--- config.mk ---
export PLATFORM = sky130hd
export DESIGN_NAME = digital_clk_mult
export DESIGN_NICKNAME = d
export VERILOG_FILES = /design/src/rtl/clkmul_pkg.sv /design/src/rtl/clkmul_sync.sv /design/src/rtl/clkmul_meter.sv /design/src/rtl/clkmul_toggle.sv /design/src/rtl/digital_clk_mult.sv
export SDC_FILE = /design/constraint.sdc
export NUM_CORES = 1
export LEC_CHECK = 0
export ABC_AREA = 1
export BUFFER_PORTS_ARGS = -buffer_cell sky130_fd_sc_hd__buf_4
export CAP_MARGIN = 20
export CORE_MARGIN = 8
export CORE_UTILIZATION = 57
export DETAILED_ROUTE_END_ITERATION = 10
export GPL_TIMING_DRIVEN = 0
export HOLD_SLACK_MARGIN = 0.15
export PLACE_DENSITY = 0.71
export SYNTH_ARGS = -nofsm -noshare
export SYNTH_HDL_FRONTEND = slang
export SYNTH_HIERARCHICAL = 1
export SYNTH_SLANG_ARGS = --single-unit
--- constraint.sdc ---
create_clock -name clk -period 4.35 [get_ports clk]
set_input_delay 0 -clock clk [delete_from_list [all_inputs] [get_ports clk]]
set_output_delay 0 -clock clk [all_outputs]
set_load 0.01 [all_outputs]
--- src/rtl/clkmul_pkg.sv ---
package clkmul_pkg;
  localparam int SEL_W  = 3;
  localparam int STEP_W = 10;

  // number of output transitions per reference period (2F)
  function automatic logic [STEP_W-1:0] half_steps(input logic [SEL_W-1:0] s);
    return STEP_W'(4) << s;
  endfunction

  // factor F
  function automatic logic [STEP_W-1:0] factor_of(input logic [SEL_W-1:0] s);
    return STEP_W'(2) << s;
  endfunction
endpackage

--- src/rtl/clkmul_sync.sv ---
module clkmul_sync #(
  parameter int STAGES = 2
) (
  input  logic clk,
  input  logic rst,
  input  logic ref_in,
  output logic ref_rise
);
  logic [STAGES:0] sync_q;

  always_ff @(posedge clk) begin
    if (rst) sync_q <= '0;
    else     sync_q <= {sync_q[STAGES-1:0], ref_in};
  end

  assign ref_rise = sync_q[STAGES-1] & ~sync_q[STAGES];
endmodule

--- src/rtl/clkmul_meter.sv ---
module clkmul_meter
  import clkmul_pkg::*;
#(
  parameter int PER_W = 20
) (
  input  logic             clk,
  input  logic             rst,
  input  logic             ref_rise,
  input  logic [SEL_W-1:0] mul_sel,
  output logic [PER_W-1:0] period_q,
  output logic [SEL_W-1:0] sel_q,
  output logic             locked,
  output logic             start
);
  logic [PER_W-1:0] cnt_q;
  logic [1:0]       seen_q;

  assign start = ref_rise & (locked | (seen_q == 2'd2));

  always_ff @(posedge clk) begin
    if (rst) begin
      cnt_q    <= '0;
      seen_q   <= '0;
      period_q <= '0;
      sel_q    <= '0;
      locked   <= 1'b0;
    end else if (ref_rise) begin
      cnt_q    <= PER_W'(1);
      period_q <= cnt_q;
      sel_q    <= mul_sel;
      if (seen_q != 2'd2) seen_q <= seen_q + 2'd1;
      if (start) locked <= 1'b1;
    end else if (cnt_q != '1) begin
      cnt_q <= cnt_q + PER_W'(1);
    end
  end
endmodule

--- src/rtl/clkmul_toggle.sv ---
module clkmul_toggle
  import clkmul_pkg::*;
#(
  parameter int PER_W = 20
) (
  input  logic             clk,
  input  logic             rst,
  input  logic             start,
  input  logic             locked,
  input  logic [PER_W-1:0] period_q,
  input  logic [SEL_W-1:0] sel_q,
  output logic             clk_out
);
  localparam int PW = PER_W + 1;

  logic [STEP_W-1:0] steps;
  logic [STEP_W-1:0] done_q;
  logic [PW-1:0]     acc_q;
  logic [PW-1:0]     acc_sum;
  logic [PW-1:0]     per_ext;

  assign steps   = half_steps(sel_q);
  assign acc_sum = acc_q + PW'(steps);
  assign per_ext = {1'b0, period_q};

  always_ff @(posedge clk) begin
    if (rst) begin
      clk_out <= 1'b0;
      acc_q   <= '0;
      done_q  <= '0;
    end else if (start) begin
      clk_out <= 1'b1;
      acc_q   <= '0;
      done_q  <= STEP_W'(1);
    end else if (!locked) begin
      clk_out <= 1'b0;
      acc_q   <= '0;
      done_q  <= '0;
    end else if (done_q < steps) begin
      if (acc_sum >= per_ext) begin
        clk_out <= ~clk_out;
        acc_q   <= acc_sum - per_ext;
        done_q  <= done_q + STEP_W'(1);
      end else begin
        acc_q <= acc_sum;
      end
    end
  end
endmodule

--- src/rtl/digital_clk_mult.sv ---
module digital_clk_mult
  import clkmul_pkg::*;
#(
  parameter int PER_W  = 20,
  parameter int STAGES = 2
) (
  input  logic             clk,
  input  logic             rst,
  input  logic             ref_in,
  input  logic [SEL_W-1:0] mul_sel,
  output logic             clk_out,
  output logic             locked
);
  logic             ref_rise;
  logic             start;
  logic [PER_W-1:0] period_q;
  logic [SEL_W-1:0] sel_q;

  clkmul_sync #(.STAGES(STAGES)) u_sync (
    .clk(clk), .rst(rst), .ref_in(ref_in), .ref_rise(ref_rise)
  );

  clkmul_meter #(.PER_W(PER_W)) u_meter (
    .clk(clk), .rst(rst), .ref_rise(ref_rise), .mul_sel(mul_sel),
    .period_q(period_q), .sel_q(sel_q), .locked(locked), .start(start)
  );

  clkmul_toggle #(.PER_W(PER_W)) u_toggle (
    .clk(clk), .rst(rst), .start(start), .locked(locked),
    .period_q(period_q), .sel_q(sel_q), .clk_out(clk_out)
  );
endmodule

# Yosys cells after proc, flatten, opt, wreduce, memory -nomap -nowiden
# Index checks and enable logic that the tools add are counted.
# word_totals
register_bits	81
latchBits	0
ram_bits	0
romBits	0
input_bits	6
out_inout_bits	2
memories	0
# classes
add_sub_neg	5
multipliers	0
n_div	0
magnitude_cmp	2
eq_ne	5
n_shift	1
n_mux	11
bitwise_logic	6
reduce_logical	7
# ops
op	n
$add 21x10->21	1
$ge 21x20->1	1
$mux 21	1
$sub 21x20->21	1
$add 20x1->20 const B	1
$ne 20x20->1 const B	1
$add 10x1->10 const B	1
$lt 10x10->1	1
$mux 1	10
$shl 3x3->10 const A	1
$reduce_and 2->1	4
$ne 3x2->1 const B	2
$not 1->1	3
$reduce_or 3->1	1
$add 2x1->2 const B	1
$and 1x1->1	2
$eq 2x2->1 const B	1
$ne 2x2->1 const B	1
$reduce_bool 2->1	1
$reduce_or 2->1	1
$or 1x1->1	1

# Longest topological paths before layout
# Gate-level depths: netlist of run 1.
# logic_depth
depth_word	7
ltp_mapped	29
mapped_depth_nobuf	29

# Hierarchy
# The synthesis of run 1 kept the hierarchy.
# by_module_without_submodules
module	n_inst	cells_per_inst	area_each_um2	seq_area_each_um2
clkmul_toggle	1	612	3880.0	640.6
clkmul_meter	1	280	2019.4	920.9
clkmul_sync	1	10	86.3	60.1

# Worst setup path after synthesis of run 1
# No wires, ideal clock.
# synth_path
kind	register to register
start	reg u_meter.sel_q[0]
end	reg u_toggle.acc_q[1]
t_arrival_ps	3799
required_time_ps	4237
setup_slack_ps	437
stages_incl_launch_ff	27
period_less_slack_ps	3913
cell_sequence	dfxtp_1 -> inv_1 -> nor3_1 -> inv_1 -> fa_1 -> inv_1 -> nand3_4 -> nand2_4 -> nand2_4 -> nand2_8 -> nand2_1 -> nor2_1 -> nand2_1 -> xor2_1 -> inv_1 -> ha_1 -> nand2_1 -> nor2_2 -> nor3b_1 -> nand4_1 -> nand3_1 -> nand2_1 -> nand4_4 -> nand2_4 -> buf_8 -> o21ai_1 -> nor2_1
# synth_between
elab_chain_cells	4
word_cells_on_any_way	6
# synth_lines
element	line	text
start, declared	clkmul_meter.sv:11	output logic [SEL_W-1:0] sel_q,
start signal, assigned	clkmul_meter.sv:30	sel_q <= mul_sel;
$shl 3x3->10 *	clkmul_pkg.sv:7	return STEP_W'(4) << s;
$add 21x10->21	clkmul_toggle.sv:23	assign acc_sum = acc_q + PW'(steps);
$sub 21x20->21 or $ge 21x20->1 (tied branches)	clkmul_toggle.sv:42, clkmul_toggle.sv:40	
$mux 21	clkmul_toggle.sv:40	if (acc_sum >= per_ext) begin
end signal, assigned	clkmul_toggle.sv:42	acc_q <= acc_sum - per_ext;
end signal, assigned	clkmul_toggle.sv:45	acc_q <= acc_sum;
end, declared	clkmul_toggle.sv:18	logic [PW-1:0] acc_q;
# Every way passes the cells marked *; elsewhere a longest branch is shown, timed or not.
# A chain may end at the register's enable or synchronous reset.

# Final worst setup path of run 1
# layout_path
start	reg u_meter.sel_q[0]
end	reg u_toggle.done_q[5]
# layout_between
elab_chain_cells	4
word_cells_on_any_way	5
# layout_lines
element	line	text
$shl 3x3->10 *	clkmul_pkg.sv:7	
$add 21x10->21	clkmul_toggle.sv:23	
$ge 21x20->1	clkmul_toggle.sv:40	
$reduce_and 2->1 (no source line) *	--	
end signal, assigned	clkmul_toggle.sv:43	done_q <= done_q + STEP_W'(1);
end, declared	clkmul_toggle.sv:17	logic [STEP_W-1:0] done_q;
# Marked as above.

==> results.sh, run 1 <==
export IMPL_hold_depth=2
export IMPL_first_pass_iters=5
export IMPL_p_sw_uw=574
export IMPL_clock_latency_ns=0.36
export IMPL_drt_iter0_drc=519
export IMPL_crit_path_top_delay_cell="dfxtp_4"
export IMPL_fillers=969
export IMPL_status="finished clean"
export IMPL_syn_area_per_cell_um2=6.64
export IMPL_final_cells=1075
export IMPL_antenna_cells=0
export IMPL_grt_usage_pct=23.0
export IMPL_end_kind="flip-flop"
export IMPL_asyncSetResetFlopFracSynth_pct=0
export IMPL_synth_fa_ha_area_share_pct=7.98
export IMPL_initial_core_util_pct=58.2
export IMPL_drive_gt1_share_pct=14.4
export IMPL_setup_viol_count_final=0
export IMPL_fmax_ghz=0.240
export IMPL_startpoint_type="flip-flop"
export IMPL_die_x_um=118
export IMPL_dp_cells=1045
export IMPL_dp_final_hpwl_um=12600
export IMPL_path_depth=24
export IMPL_synth_edff_count=0
export IMPL_synth_compound_area_share_pct=10.7
export IMPL_slowest_delay_ns=0.41
export IMPL_ys_types=49
export IMPL_clkTransAtPathRegs_ns=0.09
export IMPL_sw_frac_of_total_pct=32.3
export IMPL_path_buf_inv=6
export IMPL_cts_buffers=9
export IMPL_finalCriticalPeriod_ns=4.17
export IMPL_grt_pass1_vias=5703
export IMPL_vias=5822
export IMPL_path_delay_family="simple AND/OR/NAND/NOR gates"
export IMPL_globalplace_congestion=0.924
export IMPL_post_place_ws_ns=-0.449
export IMPL_grt_pass1_wl_um=26800
export IMPL_hold_violations=0
export IMPL_wl_met3_um=668
export IMPL_mappedNetlistArea_um2=5990
export IMPL_yosys_warnings=6
export IMPL_share_comb_of_total_power_pct=24.9
export IMPL_synth_top_family_by_area="simple AND/OR/NAND/NOR gates"
export IMPL_cp_cell_sequence="inv_1 -> nor3_2 -> ha_1 -> inv_1 -> o21ai_1 -> a21boi_4 -> nand2_8 -> nand2_2 -> nor2_2 -> buf_4 -> xnor2_1 -> inv_1 -> ha_2 -> nand2_2 -> nor3b_4 -> nand4_1 -> nand3_2 -> nand2_4 -> nand4_4 -> nand2_4 -> inv_4 -> buf_8 -> nand2_2 -> a21oi_2"
export IMPL_antenna_left=0
export IMPL_finClkSkew_ns=0.0138
export IMPL_pin_count=8
export IMPL_core_area_um2=10300
export IMPL_seq_power_share_pct=42.8
export IMPL_leakage_uw=0.00298
export IMPL_cts_sinks=81
export IMPL_final_common_cell="nand2_1"
export IMPL_internal_power_uw=1200
export IMPL_fin_nets=977
export IMPL_wl_met1_um=6950
export IMPL_hold_path_class="reg2reg"
export IMPL_worst_slew_margin_rel_pct=53.0
export IMPL_max_cap_viol_count=0
export IMPL_cp_required_ns=4.64
export IMPL_fin_tns_setup_ns=0
export IMPL_routed_wl_met2_um=7830
export IMPL_port_buffers=7
export IMPL_syn_num_nets=945
export IMPL_routed_via_density=5.42
export IMPL_ys_seq_area_share_pct=27.1
export IMPL_drc_errors=0
export IMPL_grt_max_degree=15
export IMPL_irDropWorstVdd_v=0.000151
export IMPL_ys_ff_latch=81
export IMPL_cts_tree="done"
export IMPL_top_layer_used="met4"
export IMPL_rows=37
export IMPL_dieArea_um2=14000
export IMPL_cp_max_fo=10
export IMPL_slew_viol_final=0
export IMPL_cts_htree_levels=3
export IMPL_routed_wl_um=16000
export IMPL_timing_final_crit_share_pct=96.0
export IMPL_p_per_area_nw_per_um2=265
export IMPL_grt_antenna_before_repair=0
export IMPL_synthXorXnorAreaFrac_pct=7.17
export IMPL_worst_slack_ns=0.176
export IMPL_area_growth_pct=12.2
export IMPL_wl_per_cell_um=14.9
export IMPL_final_cell_mix="nand2_1, nor2_1, inv_1, dfxtp_1, nand3_1"
export IMPL_cts_root_buffer="clkbuf_8"
export IMPL_worst_pin_slew_ns=0.703
export IMPL_worstRegToRegCells=24
export IMPL_worst_setup_path_type="reg2reg"
export IMPL_synth_mux_area_share_pct=0
export IMPL_cp_arrival_ns=4.47
export IMPL_grt_overflow=0
export IMPL_synth_cells=902
export IMPL_die_h_um=118
export IMPL_synth_flop_cell="dfxtp_1"
export IMPL_clk_path_buf_depth=2
export IMPL_synth_simple_gate_area_share_pct=37.4
export IMPL_pwr_share_clk_pct=32.3
==> area by class of cell <==
class | instances | area (µm²) | share of cell area (%)
clock inverter | 5 | 62.6 | 0.932
multi-input combinational | 681 | 3960 | 59.0
buffer | 19 | 116 | 1.73
inverter | 121 | 462 | 6.88
timing repair buffer | 21 | 173 | 2.57
tap | 136 | 170 | 2.53
sequential | 81 | 1630 | 24.3
clock buffer | 11 | 141 | 2.11
==> worst min-delay path: stages (launching register included) <==
cell and delay [ns]:
dfxtp_1 0.31, inv_1 0.04, nor2_1 0.03
==> through the flow <==
stage	power [µW]	instance area, µm²	hold WS [ns]	util [%]
2_1_floorplan	1080	5990	0.0691	-
3_3_place_gp	1160	6210	0.212	60.4
3_5_place_dp	1160	6210	0.211	60.4
4_1_cts	1750	6570	0.385	63.9
5_1_grt	1860	6720	0.419	65.3
6_report	1780	6720	0.413	65.3
==> kinds of logic after synthesis <==
kind of cell / after synthesis
DFF: 81
xor gates and xnor gates: 49
buffers and inverters: 140
and+or+nand+nor: 486
adders and majority gates: 37
AOI/OAI and AO/OA: 109
==> timing repair <==
item | in CTS | in global routing
buffers inserted | 2 | 6
endpoints found under the setup margin | 32 | 32
hold endpoints to repair | 20 | 0
pin swaps | 2 | 5
resized for setup | 17 | 24
hold buffers | 6 | 0
==> flip-flops by register name, indices dropped and copies added, names as in the netlist, 2 cells and up <==
name / count
u_meter/cnt_q: 20
u_sync/sync_q: 3
u_meter/period_q: 20
u_toggle/done_q: 10
u_meter/sel_q: 3
u_toggle/acc_q: 21
u_meter/seen_q: 2
==> power groups by stage <==
| stage | sequential (µW) | clock [µW] | combinational [µW] |
|---|---|---|---|
| 3_3_place_gp | 779 | 0 | 377 |
| 4_1_cts | 762 | 585 | 407 |
| 5_1_grt | 763 | 615 | 485 |
| 2_1_floorplan | 775 | 0 | 301 |
| 3_5_place_dp | 779 | 0 | 383 |
| 6_report | 762 | 575 | 442 |
==> metal layers <==
metal,track usage [%],up-vias
met1,26.6,2676
met3,3.47,43
li1,-,2961
met4,11.4,0
met5,0,-
met2,40.6,142
==> final timing paths <==
path                     from                  to  slack, ns
max          u_meter/sel_q[0]  u_toggle/done_q[5]       0.18
min reg2reg  u_sync/sync_q[0]    u_sync/sync_q[1]       0.41
max reg2reg  u_meter/sel_q[0]  u_toggle/done_q[5]       0.18
min          u_sync/sync_q[0]    u_sync/sync_q[1]       0.41
==> cells in the mapped netlist, types with 2 or more instances <==
cell type	number	share of area (%)
a211oi_1	8	1.0
a21o_1	4	0.50
a21oi_1	57	4.8
a21oi_2	8	1.2
buf_1	2	0.13
buf_2	3	0.25
buf_6	2	0.38
buf_8	2	0.50
clkbuf_1	9	0.56
clkinv_2	2	0.17
dfxtp_1	81	27
fa_1	2	0.67
ha_1	35	7.3
inv_1	113	7.1
inv_2	5	0.31
nand2_1	214	13
nand2_2	23	2.4
nand2_4	5	0.94
nand3_1	78	6.5
nand3_2	4	0.67
nand3_4	2	0.59
nand3b_1	2	0.25
nand4_1	13	1.4
nor2_1	115	7.2
nor2_2	4	0.42
nor2_4	5	0.94
nor3_1	9	0.75
nor4_1	4	0.42
o21ai_0	17	1.4
o21ai_1	5	0.42
o21bai_1	2	0.25
or2_2	3	0.31
xnor2_1	20	2.9
xor2_1	29	4.2
Power figures use the tool's default switching activity.
==> run 2, diff against run 1 <==
--- a/config.mk
+++ b/config.mk
@@ -10,6 +10,7 @@
 export CAP_MARGIN = 20
 export CORE_MARGIN = 8
 export CORE_UTILIZATION = 57
+export CTS_BUF_LIST = sky130_fd_sc_hd__clkbuf_8
 export DETAILED_ROUTE_END_ITERATION = 10
 export GPL_TIMING_DRIVEN = 0
 export HOLD_SLACK_MARGIN = 0.15
==> run 2 against run 1 <==
Compared with the run above:
- worst setup slack barely moved
- clock-buffer cell count fell by 1
- clock power about the same
- combinational power about the same
- global-route usage stayed put
- routed wire length increased by 0.22%
- fmax about the same
==> results.sh, run 2 (synthesis gave the netlist of run 1 again) <==
export IMPL_status="finished clean"
export IMPL_clk_path_buf_depth=2
export IMPL_min_delay_start="u_sync/sync_q[0]"
export IMPL_startpoint_type="flip-flop"
export IMPL_cp_arrival_ns=4.47
export IMPL_final_cell_mix="nand2_1, nor2_1, inv_1, dfxtp_1, nand3_1"
export IMPL_regMostFlops="u_toggle/acc_q"
export IMPL_end_kind="flip-flop"
export IMPL_final_common_cell="nand2_1"
export IMPL_whs_ns=0.413
export IMPL_drt_iter0_drc=512
export IMPL_dieArea_um2=14000
export IMPL_cp_max_fo=10
export IMPL_slowest_delay_ns=0.41
export IMPL_fillers=969
export IMPL_grt_pass1_vias=5703
export IMPL_leakage_uw=0.00299
export IMPL_grt_antenna_before_repair=0
export IMPL_fmax_ghz=0.240
export IMPL_dp_cells=1045
export IMPL_grt_usage_pct=23.0
export IMPL_crit_path_top_delay_cell="dfxtp_4"
export IMPL_rows=37
export IMPL_grt_pass1_wl_um=26800
export IMPL_slew_viol_final=0
export IMPL_first_pass_iters=7
export IMPL_multiInputGateArea_um2=3960
export IMPL_routed_wl_um=16100
export IMPL_drc_errors=0
export IMPL_setup_viol_count_final=0
export IMPL_grt_util_met2_pct=40.6
export IMPL_largest_register_ff_count=21
export IMPL_initial_core_util_pct=58.2
export IMPL_cts_sinks=81
export IMPL_clock_latency_ns=0.36
export IMPL_core_area_um2=10300
export IMPL_finalCriticalPeriod_ns=4.17
export IMPL_globalplace_congestion=0.924
export IMPL_grt_overflow=0
export IMPL_p_per_area_nw_per_um2=264
export IMPL_cts_tree="done"
export IMPL_fin_nets=977
export IMPL_utilization_pct=65.3
export IMPL_grt_busiest_layer="met2"
export IMPL_cp_cell_sequence="inv_1 -> nor3_2 -> ha_1 -> inv_1 -> o21ai_1 -> a21boi_4 -> nand2_8 -> nand2_2 -> nor2_2 -> buf_4 -> xnor2_1 -> inv_1 -> ha_2 -> nand2_2 -> nor3b_4 -> nand4_1 -> nand3_2 -> nand2_4 -> nand4_4 -> nand2_4 -> inv_4 -> buf_8 -> nand2_2 -> a21oi_2"
export IMPL_rrSetupSlack_ns=0.18
export IMPL_worst_slew_margin_rel_pct=53.0
export IMPL_worst_setup_path_type="reg2reg"
export IMPL_r2r_start="u_meter/sel_q[0]"
export IMPL_die_x_um=118
export IMPL_use_met3_pct=3.47
export IMPL_top_regs="u_toggle/acc_q (21), u_meter/cnt_q (20), u_meter/period_q (20)"
export IMPL_port_buffers=7
export IMPL_grt_max_degree=15
export IMPL_die_h_um=118
export IMPL_pin_count=8
export IMPL_r2r_end="u_toggle/done_q[5]"
export IMPL_max_cap_viol_count=0
export IMPL_finClkSkew_ns=0.0140
export IMPL_final_cells=1075
export IMPL_irDropWorstVdd_v=0.000151
export IMPL_worst_pin_slew_ns=0.702
export IMPL_timing_final_crit_share_pct=96.0
export IMPL_use_met1_pct=26.6
export IMPL_cts_buffers=9
export IMPL_drive_gt1_share_pct=14.4
export IMPL_clkTransAtPathRegs_ns=0.09
export IMPL_cp_required_ns=4.64
export IMPL_antenna_cells=0
export IMPL_vias=5858
export IMPL_worstRegToRegCells=24
export IMPL_dp_final_hpwl_um=12600
export IMPL_seqCellArea_um2=1630
export IMPL_fin_tns_setup_ns=0
export IMPL_hold_depth=2
export IMPL_hold_path_class="reg2reg"
export IMPL_wl_per_cell_um=14.9
export IMPL_area_growth_pct=12.2
export IMPL_routed_via_density=5.45
export IMPL_hold_path_end="u_sync/sync_q[1]"
export IMPL_hold_violations=0
export IMPL_cts_root_buffer="clkbuf_8"
export IMPL_cts_htree_levels=3
export IMPL_antenna_left=0
-- run 2: cell types whose count changed in the layout (fill, tap and decap cells not counted), sizes merged --
| cell | before | now |
|---|---|---|
| clkbuf | 20 | 19 |
| inv | 120 | 121 |
-- run 2: worst max-delay path by stage --
stage | from | endpoint | slack [ns] | cells past startpoint
finish | u_meter/sel_q[0] | u_toggle/done_q[5] | 0.18 | 24
global route | u_meter/sel_q[0] | u_toggle/acc_q[6] | -0.05 | 29
CTS | u_meter/sel_q[1] | u_toggle/done_q[5] | 0.002 | 29
detailed placement | u_meter/sel_q[1] | u_toggle/done_q[5] | -0.45 | 29
global placement | u_meter/sel_q[0] | u_toggle/done_q[4] | -0.31 | 27
floorplan | u_meter/sel_q[0] | u_toggle/acc_q[1] | 0.44 | 26
-- run 2: repair_timing --
| item | in CTS | in global routing |
|---|---|---|
| pin swaps | 2 | 5 |
| hold buffers | 6 | 0 |
| resized for setup | 17 | 24 |
| setup endpoints to repair | 32 | 32 |
| hold endpoints to repair | 20 | 0 |
| buffers inserted | 2 | 6 |
-- run 2: routing by layer --
metal	up-vias	wire (µm)
met1	2684	6890
met3	45	727
met5	-	0
li1	2963	-
met4	0	597
met2	166	7850
-- run 2: final cells by class --
type	instances	share of cell area, %
tap	136	2.53
multi-input combinational	681	59.0
clock inverter	6	0.988
sequential	81	24.3
clock buffer	10	2.05
buffer	19	1.73
timing repair buffer	21	2.57
inverter	121	6.88
-- run 2: worst max-delay path: cells and delay by family (launching register included) --
family / cells / cell delay (ns)
AO/OA/AOI/OAI: 3 / 0.46
XOR/XNOR: 1 / 0.24
adder cells (fa/ha/maj): 2 / 0.74
buffers and inverters: 6 / 0.68
flip-flops: 1 / 0.41
AND/OR/NAND/NOR: 12 / 1.58
-- run 2: per-stage QoR --
stage,worst slack [ns],area [µm²],total power [µW]
floorplan,0.437,5990,1080
finish,0.175,6720,1780
detailed placement,-0.449,6210,1160
global route,-0.0534,6720,1860
CTS,0.00220,6570,1750
global placement,-0.309,6210,1160
-- run 2: where the power goes --
part           internal [µW]  switching [µW]  total [µW]  leakage, µW
clock                    282             291         573     0.000100
sequential               750            11.5         762     0.000657
combinational            170             272         442      0.00223
total                   1200             574        1780      0.00299
